**src/rtl/flagctl_pkg.sv**
```systemverilog
package flagctl_pkg;
  localparam int FLAG_W   = 32;
  localparam int CPL_W    = 2;

  localparam int B_CF     = 0;
  localparam int B_ONE    = 1;
  localparam int B_PF     = 2;
  localparam int B_AF     = 4;
  localparam int B_ZF     = 6;
  localparam int B_SF     = 7;
  localparam int B_TRAP   = 8;
  localparam int B_IEN    = 9;
  localparam int B_DIR    = 10;
  localparam int B_OVF    = 11;
  localparam int B_PL_LO  = 12;
  localparam int B_PL_HI  = 13;
  localparam int B_NEST   = 14;
  localparam int B_RESUME = 16;

  typedef enum logic [1:0] {
    RC_PLAIN       = 2'd0,
    RC_INT_RETURN  = 2'd1,
    RC_FLAG_POP    = 2'd2,
    RC_TASK_SWITCH = 2'd3
  } retire_class_e;

  function automatic logic [FLAG_W-1:0] free_bits();
    logic [FLAG_W-1:0] m;
    m = '0;
    m[B_CF]   = 1'b1;
    m[B_PF]   = 1'b1;
    m[B_AF]   = 1'b1;
    m[B_ZF]   = 1'b1;
    m[B_SF]   = 1'b1;
    m[B_TRAP] = 1'b1;
    m[B_DIR]  = 1'b1;
    m[B_OVF]  = 1'b1;
    m[B_NEST] = 1'b1;
    m[B_RESUME] = 1'b1;
    return m;
  endfunction

  function automatic logic [FLAG_W-1:0] fixed_ones();
    logic [FLAG_W-1:0] m;
    m = '0;
    m[B_ONE] = 1'b1;
    return m;
  endfunction
endpackage

```
**src/rtl/flagctl_wgate.sv**
```systemverilog
module flagctl_wgate
  import flagctl_pkg::*;
#(
  parameter int FW = FLAG_W,
  parameter int PW = CPL_W
) (
  input  logic          wr_en,
  input  logic [FW-1:0] wr_mask,
  input  logic [PW-1:0] cpl,
  input  logic [PW-1:0] iopl_q,
  output logic [FW-1:0] eff_mask,
  output logic          io_ok
);
  localparam logic [FW-1:0] FREE = FW'(free_bits());

  logic ien_ok;
  logic pl_ok;
  logic [FW-1:0] priv_bits;

  always_comb begin
    io_ok  = (cpl <= iopl_q);
    ien_ok = io_ok;
    pl_ok  = (cpl == '0);
    priv_bits = '0;
    priv_bits[B_IEN]   = ien_ok;
    priv_bits[B_PL_LO] = pl_ok;
    priv_bits[B_PL_HI] = pl_ok;
    eff_mask = wr_en ? (wr_mask & (FREE | priv_bits)) : '0;
  end
endmodule

```
**src/rtl/flagctl_step.sv**
```systemverilog
module flagctl_step (
  input  logic clk,
  input  logic rst_n,
  input  logic trap_q,
  input  logic retire,
  input  logic step_taken,
  output logic step_req,
  output logic trap_clr
);
  logic req_q, req_d;

  always_comb begin
    req_d = req_q;
    if (step_taken)
      req_d = 1'b0;
    else if (retire && trap_q)
      req_d = 1'b1;
    trap_clr = step_taken;
  end

  always_ff @(posedge clk or negedge rst_n) begin
    if (!rst_n) req_q <= 1'b0;
    else        req_q <= req_d;
  end

  assign step_req = req_q;

  p_step_rise_r7: assert property (@(posedge clk) disable iff (!rst_n)
    (retire && trap_q && !step_taken) |=> step_req);
  p_step_hold_r7: assert property (@(posedge clk) disable iff (!rst_n)
    (step_req && !step_taken) |=> step_req);
  p_step_drop_r7: assert property (@(posedge clk) disable iff (!rst_n)
    step_taken |=> !step_req);
endmodule

```
**src/rtl/flagctl_resume.sv**
```systemverilog
module flagctl_resume
  import flagctl_pkg::*;
(
  input  logic       resume_q,
  input  logic       retire,
  input  logic [1:0] retire_class,
  input  logic       dbg_cand,
  output logic       resume_clr,
  output logic       dbg_hide,
  output logic       dbg_fault
);
  always_comb begin
    resume_clr = retire && (retire_class_e'(retire_class) == RC_PLAIN);
    dbg_hide   = dbg_cand && resume_q;
    dbg_fault  = dbg_cand && !resume_q;
  end
endmodule

```
**src/rtl/flagctl_top.sv**
```systemverilog
module flagctl_top
  import flagctl_pkg::*;
#(
  parameter int FW = FLAG_W,
  parameter int PW = CPL_W
) (
  input  logic          clk,
  input  logic          rst_n,
  input  logic          wr_en,
  input  logic [FW-1:0] wr_data,
  input  logic [FW-1:0] wr_mask,
  input  logic [PW-1:0] cpl,
  input  logic          retire,
  input  logic [1:0]    retire_class,
  input  logic          step_taken,
  input  logic          dbg_cand,
  output logic [FW-1:0] flags,
  output logic          step_req,
  output logic          dbg_hide,
  output logic          dbg_fault,
  output logic [1:0]    str_step,
  output logic          io_ok
);
  localparam logic [FW-1:0] ONES  = FW'(fixed_ones());
  localparam logic [FW-1:0] KEEP  = FW'(free_bits()) | ONES |
                                    (FW'(1) << B_IEN) | (FW'(3) << B_PL_LO);
  localparam logic [FW-1:0] RESET_VAL = ONES;

  logic [FW-1:0] flags_q, flags_d;
  logic [FW-1:0] eff_mask;
  logic          flags_en;
  logic          trap_clr;
  logic          resume_clr;

  flagctl_wgate #(.FW(FW), .PW(PW)) u_wgate (
    .wr_en    (wr_en),
    .wr_mask  (wr_mask),
    .cpl      (cpl),
    .iopl_q   (flags_q[B_PL_HI:B_PL_LO]),
    .eff_mask (eff_mask),
    .io_ok    (io_ok)
  );

  flagctl_step u_step (
    .clk        (clk),
    .rst_n      (rst_n),
    .trap_q     (flags_q[B_TRAP]),
    .retire     (retire),
    .step_taken (step_taken),
    .step_req   (step_req),
    .trap_clr   (trap_clr)
  );

  flagctl_resume u_resume (
    .resume_q     (flags_q[B_RESUME]),
    .retire       (retire),
    .retire_class (retire_class),
    .dbg_cand     (dbg_cand),
    .resume_clr   (resume_clr),
    .dbg_hide     (dbg_hide),
    .dbg_fault    (dbg_fault)
  );

  always_comb begin
    flags_en = (eff_mask != '0) || trap_clr || resume_clr;
    flags_d  = (flags_q & ~eff_mask) | (wr_data & eff_mask);
    if (trap_clr)   flags_d[B_TRAP]   = 1'b0;
    if (resume_clr) flags_d[B_RESUME] = 1'b0;
    flags_d = (flags_d & KEEP) | ONES;
  end

  always_ff @(posedge clk or negedge rst_n) begin
    if (!rst_n)        flags_q <= RESET_VAL;
    else if (flags_en) flags_q <= flags_d;
  end

  assign flags    = flags_q;
  assign str_step = flags_q[B_DIR] ? 2'b11 : 2'b01;

  p_fixed_bits_r2: assert property (@(posedge clk) disable iff (!rst_n)
    flags[B_ONE] && ((flags & ~KEEP) == '0));
  p_ien_guard_r4: assert property (@(posedge clk) disable iff (!rst_n)
    (cpl > flags[B_PL_HI:B_PL_LO]) |=> $stable(flags[B_IEN]));
  p_iopl_guard_r5: assert property (@(posedge clk) disable iff (!rst_n)
    (cpl != '0) |=> $stable(flags[B_PL_HI:B_PL_LO]));
  p_resume_clear_r10: assert property (@(posedge clk) disable iff (!rst_n)
    (retire && retire_class == 2'd0) |=> !flags[B_RESUME]);
  p_resume_keep_r10: assert property (@(posedge clk) disable iff (!rst_n)
    (retire && retire_class != 2'd0 && !wr_en) |=> $stable(flags[B_RESUME]));
  p_dir_step_r11: assert property (@(posedge clk) disable iff (!rst_n)
    $rose(flags[B_DIR]) |-> (str_step == 2'b11));
endmodule

```
**config.mk**
```make
export PLATFORM = sky130hd
export DESIGN_NAME = flagctl_top
export DESIGN_NICKNAME = d
export VERILOG_FILES = /design/src/rtl/flagctl_pkg.sv /design/src/rtl/flagctl_wgate.sv /design/src/rtl/flagctl_step.sv /design/src/rtl/flagctl_resume.sv /design/src/rtl/flagctl_top.sv
export SDC_FILE = /design/constraint.sdc
export NUM_CORES = 1
export LEC_CHECK = 0
export BUFFER_PORTS_ARGS = -buffer_cell sky130_fd_sc_hd__buf_2
export CAP_MARGIN = 30
export CORE_MARGIN = 10
export CORE_UTILIZATION = 31
export CTS_CLUSTER_SIZE = 40
export DETAILED_ROUTE_END_ITERATION = 7
export PLACE_DENSITY = 0.8
export SLEW_MARGIN = 20
export SYNTH_ARGS = -nofsm -noshare
export SYNTH_HDL_FRONTEND = slang
export SYNTH_SLANG_ARGS = --single-unit
```
**constraint.sdc**
```tcl
create_clock -name clk -period 1.71 [get_ports clk]
set_input_delay 0.342 -clock clk [delete_from_list [all_inputs] [get_ports clk]]
set_output_delay 0.342 -clock clk [all_outputs]
set_load 0.02 [all_outputs]
```
* Word-level counts from Yosys, hierarchy flattened
Index checks and enable logic that the tools add are counted.
** Cells by class
- Mux-type cells :: 6
- Reduce and logical (&&, ||, !) cells :: 11
- Bitwise operators :: 5
- $lt $le $gt $ge :: 1
** Operators with widths (count)
- 17-bit AND :: 2
- 32-bit by 17-bit AND with 32-bit output :: 1
- 32-bit two-way mux :: 1
- 32-bit nonzero test :: 1
- 17-bit inverter :: 1
- 17-bit bitwise OR :: 1
- 1-bit logical AND :: 4
- 2-bit logical NOT :: 2
- 1-bit two-way mux :: 4
- 2-bit less-or-equal comparator :: 1
- 1-bit logical OR :: 2
- 2-bit two-way mux :: 1
- 2-bit nonzero test :: 1
- 1-bit logical NOT :: 1
** Storage, ports and cells
- Register bits after elaboration :: 14

* Depth between registers and ports, before layout
Gate-level depths: netlist of the first run.
- Word-level depth :: 7
- Gate-level depth with buffers :: 5
- Mapped depth without buffers :: 5

* Modules after synthesis
Synthesis of the first run repeated with hierarchy kept, for this count alone.
** Unflattened totals
- Cell total of the unflattened synthesis :: 99
- Area, all modules :: 1053.5 um^2
** By module, submodules not included
- flagctl_top :: area an instance 683.2 um^2, sequential area each 325.3 um^2, cells each 51, instances 1
- flagctl_wgate :: area an instance 304.0 um^2, sequential area each 0.0 um^2, cells each 41, instances 1
- flagctl_step :: area an instance 41.3 um^2, sequential area each 25.0 um^2, cells each 4, instances 1
- flagctl_resume :: area an instance 25.0 um^2, sequential area each 0.0 um^2, cells each 3, instances 1

* Worst setup path after synthesis of the first run
No wires, ideal clock.
- Kind :: register to output
- From :: register with a tool-made name
- To :: output port io_ok
- Arrival :: 1.452 ns
- Cell stages (with the launch flop) :: 5
- Path buffers :: 0
- Path slack :: -0.084 ns
- Cells stage by stage :: dfrtp_1 -> inv_1 -> ha_1 -> nor2b_1 -> o21ai_0
** RTL lines
- to (decl) :: RTL line flagctl_top.sv:22 : output logic io_ok

==> results of run 1 <==
[path summary, 6_finish.rpt]
kind | start | end | slack (ps) | depth (start not counted)
worst max-delay path | flip-flop | io_ok | 30 | 5
worst min-delay path | step_taken | u_step.step_req | 220 | 2
worst max register to register | flip-flop | flip-flop | 300 | 6
worst min register to register | u_step.step_req | u_step.step_req | 490 | 2
max in group asynchronous | rst_n | async pin | 970 | 2
min in group asynchronous | rst_n | async pin | 490 | 2
[logic make-up (layout without fill, tap and decap cells)]
logic type	Yosys count	after routing
buffers and inverters	26	63
AND/OR/NAND/NOR	22	22
flip-flops	14	14
multiplexers	11	11
AO/OA/AOI/OAI	7	7
adder cells (fa/ha/maj)	2	2
other	2	20
[metal layers]
| metal | vias up | global-route usage |
|---|---|---|
| met5 | - | 0 |
| met3 | 2 | 0.06667 |
| met1 | 316 | 0.08078 |
| met4 | 0 | 0.03871 |
| li1 | 340 | - |
| met2 | 49 | 0.1341 |
[where the power goes]
group | leakage, uW | total, uW | internal [uW] | switching [uW]
logic | 0.000460 | 442 | 201 | 242
registers | 0.000168 | 414 | 383 | 30.7
clock network | 0.0000210 | 235 | 129 | 106
total | 0.000650 | 1090 | 713 | 378
[cell usage in the layout (no fill, tap or decap), types with 2 or more instances in the layout]
| cell | synthesis | routed |
|---|---|---|
| a21oi_1 | 3 | 3 |
| buf_4 | 24 | 3 |
| buf_2 | 0 | 52 |
| conb_1 | 2 | 20 |
| dfrtp_1 | 14 | 14 |
| nor2_1 | 2 | 2 |
| nand2_1 | 14 | 14 |
| mux2_2 | 8 | 8 |
| mux2_4 | 2 | 2 |
| clkbuf_4 | 0 | 3 |
[area by class of cell]
class	count	area, um2	share of cell area
inverters	2	7.507	0.006593
multi-input cells	62	402.9	0.3538
clock buffers	4	36.28	0.03187
repair buffers	57	304.0	0.2670
well taps	30	37.54	0.03297
flip-flops and latches	14	350.3	0.3077
[worst reg2reg max path: stages (launching register included)]
cell	delay (ps)
dfrtp_1	400
inv_2	70
ha_4	190
nor2b_4	120
buf_4	120
o211a_1	190
a211o_1	220
[repair_timing]
item                       4_1_cts  5_1_grt
setup endpoints to repair        1        1
resized for setup                7        0
hold endpoints to repair        14        0
pin swaps                        1        1
setup buffers                    2        1
hold buffers                     1        0
[through the flow]
stage | utilization | setup TNS (ps) | hold WS, ps
after floorplan | - | 0 | 46.41
after global placement | 0.4086 | 0 | 254.7
after detailed placement | 0.4086 | 0 | 262.1
after CTS | 0.4444 | -14.04 | 205.8
after global routing | 0.4474 | -30.26 | 204.9
final | 0.4474 | 0 | 216.9
==> impl_metrics.env, run 1 <==
export IMPL_synth_area_leader_cell="dfrtp_1"
export IMPL_path_delay_family="flip-flops"
export IMPL_synth_enable_flop_cells=0
export IMPL_critical_path_required_ps=1370
export IMPL_stdcell_count=169
export IMPL_synth_area_um2=849.6
export IMPL_pwr_density_cell_mw_per_mm2=958.8
export IMPL_cts_sinks=14
export IMPL_finish_instance_area_mm2=0.001139
export IMPL_overflow=0
export IMPL_cp_slowest_stage_delay_ps=400
export IMPL_antennaDiodeCount=0
export IMPL_cts_root_to_sink_buffers=2
export IMPL_post_synth_mux_area_share=0.1532
export IMPL_rows=18
export IMPL_grt_pass1_wl_mm=3.684
export IMPL_drt_pass1_iterations=2
export IMPL_tritoncts="yes"
export IMPL_via_per_inst=4.183
export IMPL_peak_supply_drop_uv=567.5
export IMPL_grt_pass1_vias=826
export IMPL_synth_area_in_simple_gates=0.1208
export IMPL_dr_wl_met3_um=399
export IMPL_synth_sequential_area_ratio=0.4124
export IMPL_synth_most_common_cell="buf_4"
export IMPL_maximum_fanout_count_along_the_critical_path=2
export IMPL_drt_iter0_markers=9
export IMPL_clock_tree_htree_level_count=1
export IMPL_numPortBuffers=53
export IMPL_finalSetupViolations=0
export IMPL_critPathSlowestCell="dfrtp_1"
export IMPL_synth_top_family_by_area="buffers and inverters"
export IMPL_finClkSkew_ps=3.765
export IMPL_wirelength_mm=2.201
export IMPL_floorplan_die_area_mm2=0.005235
export IMPL_fin_total_pwr_uw=1092
export IMPL_setup_worst_path_end_class="primary output"
export IMPL_synth_top_area_frac=0.4124
export IMPL_final_min_period_over_clock_period=0.9844
export IMPL_synth_async_reset_ratio=1.000
export IMPL_pre_cts_ws_ps=110.5
export IMPL_critical_path_n_buffers_inverters=2
export IMPL_status="finished clean"
export IMPL_adder_cell_area_share_of_the_yosys_netlist=0.02946
export IMPL_max_freq_mhz=594.0
export IMPL_place_congestion=0.6510
export IMPL_worst_slack_ps=26.64
export IMPL_clock_tree_root="clkbuf_4"
export IMPL_synthXorXnorAreaFrac=0
export IMPL_reg_clk_slew_reported_paths_ps=90
export IMPL_cp_data_arrival_time_ps=1340
export IMPL_min_delay_path_class="primary input to flip-flop"
export IMPL_ys_warn_count=0
export IMPL_grt_max_degree=15
export IMPL_rsz0062_at_grt="yes"
export IMPL_timing_final_max_slew_violations=0
export IMPL_nNetsFinal=216
export IMPL_synthesis_area_per_instance_um2=10.11
export IMPL_synthDistinctLibCells=20
export IMPL_remaining_drc_errors=0
export IMPL_place_inst=161
export IMPL_worst_setup_path_type="flip-flop to primary output"
export IMPL_netlist_top_cells_area="dfrtp_1 (41%), buf_4 (21%), mux2_2 (11%), nand2_1 (6.2%), mux2_4 (3.5%)"
export IMPL_area_growth_syn_to_layout_pct=34.02
export IMPL_die_h_um=72.35
export IMPL_ioPinCount=112
export IMPL_syn_inst=84
export IMPL_cp_cell_sequence="inv_2, ha_4, nor2b_4, o21ai_2, buf_6"
export IMPL_numCtsBuffers=3
export IMPL_synth_flop_cell="dfrtp_1"
export IMPL_floorplan_initialDensity=0.3338
export IMPL_track_usage=0.08548
export IMPL_postSynthRegisterBits=14
export IMPL_antenna_violating_nets_post_route=0
export IMPL_period_needed_ps=1683
export IMPL_place_area_mm2=0.001040
export IMPL_route_layer_met1_wl_um=793
export IMPL_antenna_found_initial=0
export IMPL_drv_cap=0
export IMPL_dp_hpwl_mm=1.882
export IMPL_critical_path_launch_point_type="flip-flop"
export IMPL_num_vias=707
export IMPL_hold_viol=0
export IMPL_met2_wirelength_um=999
export IMPL_synth_compound_area_share=0.05449
export IMPL_top_post_synthesis_cells_by_count="buf_4 (24), dfrtp_1 (14), nand2_1 (14), mux2_2 (8), a21oi_1 (3)"
export IMPL_layout_drive_gt1_share=0.5396
export IMPL_core_region_area_mm2=0.002545
export IMPL_clk_insertion_delay_late_ps=270
export IMPL_post_drt_wl_per_cell_um=13.02
export IMPL_uppermost_routed_layer="met4"
export IMPL_fp_dieW_um=72.35
export IMPL_p_leak_uw=0.0006499
export IMPL_fillCellCount=261
Note: power is estimated with default switching activity, not from simulation.
==> run 2: changes to the inputs <==
--- a/config.mk
+++ b/config.mk
@@ -10,6 +10,6 @@
 export CORE_MARGIN = 10
-export CORE_UTILIZATION = 31
+export CORE_UTILIZATION = 33
 export CTS_CLUSTER_SIZE = 40
 export DETAILED_ROUTE_END_ITERATION = 7
-export PLACE_DENSITY = 0.8
+export PLACE_DENSITY = 0.84
 export SLEW_MARGIN = 20
==> constraint.sdc (replaced) <==
create_clock -name clk -period 2.2 [get_ports clk]
set_input_delay 0.44 -clock clk [delete_from_list [all_inputs] [get_ports clk]]
set_output_delay 0.44 -clock clk [all_outputs]
set_load 0.05 [all_outputs]
==> impl_metrics.env, run 2 (same netlist as run 1, synthesis figures left out) <==
export IMPL_hold_viol=0
export IMPL_remaining_drc_errors=0
export IMPL_critical_path_required_ps=1760
export IMPL_numPortBuffers=53
export IMPL_place_congestion=0.6313
export IMPL_fin_setup_tns_ps=0
export IMPL_post_cts_hold_buffer_count=0
export IMPL_nNetsFinal=212
export IMPL_fin_total_pwr_uw=973.0
export IMPL_cp_data_arrival_time_ps=1550
export IMPL_cts_sinks=14
export IMPL_worst_slack_ps=213.6
export IMPL_reg_clk_slew_reported_paths_ps=90
export IMPL_area_growth_syn_to_layout_pct=27.10
export IMPL_via_per_inst=4.218
export IMPL_maximum_fanout_count_along_the_critical_path=3
export IMPL_finalSetupViolations=0
export IMPL_layout_common_cells="buf_2 (53), conb_1 (20), nand2_1 (14), dfrtp_1 (14), mux2_2 (8)"
export IMPL_numCtsBuffers=3
export IMPL_min_delay_path_class="primary input to async pin"
export IMPL_cell_internal_power_uw=517.5
export IMPL_grt_pass1_vias=809
export IMPL_rsz0062_at_grt="no"
export IMPL_finish_utilization=0.4359
export IMPL_antenna_found_initial=0
export IMPL_clk_insertion_delay_late_ps=280
export IMPL_num_vias=696
export IMPL_layout_drive_gt1_share=0.5111
export IMPL_power_switching_fraction=0.4681
export IMPL_post_cts_setup_inserts=0
export IMPL_cts_root_to_sink_buffers=2
export IMPL_drt_iter0_markers=5
export IMPL_max_freq_mhz=503.4
export IMPL_clock_tree_htree_level_count=1
export IMPL_floorplan_initialDensity=0.3429
export IMPL_overflow=0
export IMPL_post_drt_wl_per_cell_um=12.72
export IMPL_rows=18
export IMPL_wirelength_mm=2.099
export IMPL_reg2reg_slack_ps=810
export IMPL_clock_tree_root="clkbuf_4"
export IMPL_dp_hpwl_mm=1.822
export IMPL_finClkSkew_ps=1.487
export IMPL_floorplan_die_area_mm2=0.005004
export IMPL_number_of_cells_upsized_or_downsized_after_cts=0
export IMPL_die_h_um=70.74
export IMPL_fp_dieW_um=70.74
export IMPL_grt_max_degree=15
export IMPL_antenna_violating_nets_post_route=0
export IMPL_track_usage=0.08293
export IMPL_ioPinCount=112
export IMPL_comb_power_share=0.478
export IMPL_final_min_period_over_clock_period=0.9029
export IMPL_seq_power_share=0.331
export IMPL_hold_slack_ps=43.19
export IMPL_antennaDiodeCount=0
export IMPL_peak_supply_drop_uv=467.1
export IMPL_critical_path_launch_point_type="flip-flop"
export IMPL_pwr_density_cell_mw_per_mm2=901.1
export IMPL_layout_commonest_cell="buf_2"
export IMPL_drv_cap=0
export IMPL_drt_pass1_iterations=4
export IMPL_power_switching_uw=455.5
export IMPL_timing_final_max_slew_violations=0
export IMPL_core_region_area_mm2=0.002477
export IMPL_setup_worst_path_end_class="primary output"
export IMPL_pre_cts_ws_ps=356.9
export IMPL_fillCellCount=256
export IMPL_ff2ff_path_depth=5
export IMPL_p_leak_uw=0.0006241
export IMPL_grt_pass1_wl_mm=3.491
export IMPL_cp_endpoint="io_ok"
export IMPL_part_of_the_power_in_the_clock_network=0.191
export IMPL_status="finished clean"
export IMPL_worst_setup_path_type="flip-flop to primary output"
export IMPL_tritoncts="yes"
export IMPL_period_needed_ps=1986
-- run 2: changes by cell type in the layout (fill, tap and decap cells not counted), sizes merged --
| cell | change |
|---|---|
| buf | -3 |
| dlygate4sd3 | -1 |
-- run 2: how the worst min path moves through the flow --
stage           from   endpoint  slack [ps]  cells after the start
3_5_place_dp   rst_n  async pin         360                      1
3_3_place_gp   rst_n  async pin         360                      1
6_report       rst_n  async pin          40                      1
4_1_cts        rst_n  async pin          50                      1
2_1_floorplan  rst_n  async pin         140                      0
5_1_grt        rst_n  async pin          50                      1
-- run 2: cell type report --
cell class / count / area (um2) / area share
multi-input cells: 62 / 382.9 / 0.3546
flip-flops and latches: 14 / 350.3 / 0.3244
repair buffers: 53 / 265.3 / 0.2457
well taps: 30 / 37.54 / 0.03476
clock buffers: 4 / 36.28 / 0.03360
inverters: 2 / 7.507 / 0.006952
-- run 2: layer usage --
metal,up-vias,routed length [um],GRT usage
met5,-,0,0
met1,316,707,0.07333
li1,330,-,-
met4,0,8,0.03871
met3,2,440,0.07113
met2,48,943,0.1316
-- run 2: worst max-delay path: stages (launching register included) --
cell	delay (ps)
dfrtp_1	380
inv_1	60
ha_1	280
nor2b_1	160
o21ai_2	120
buf_2	280
-- run 2: power groups by stage --
stage / clock, uW / sequential (uW) / combinational (uW)
after CTS: 193 / 323 / 469
after global placement: 0 / 327 / 464
after floorplan: 0 / 460 / 261
after detailed placement: 0 / 327 / 468
final: 186 / 322 / 465
after global routing: 205 / 329 / 496
-- run 2: stage by stage --
step           instances  instance area [um2]
3_3_place_gp         161                 1044
4_1_cts              165                 1080
3_5_place_dp         161                 1044
2_1_floorplan        102                920.9
5_1_grt              165                 1080
6_report             165                 1080
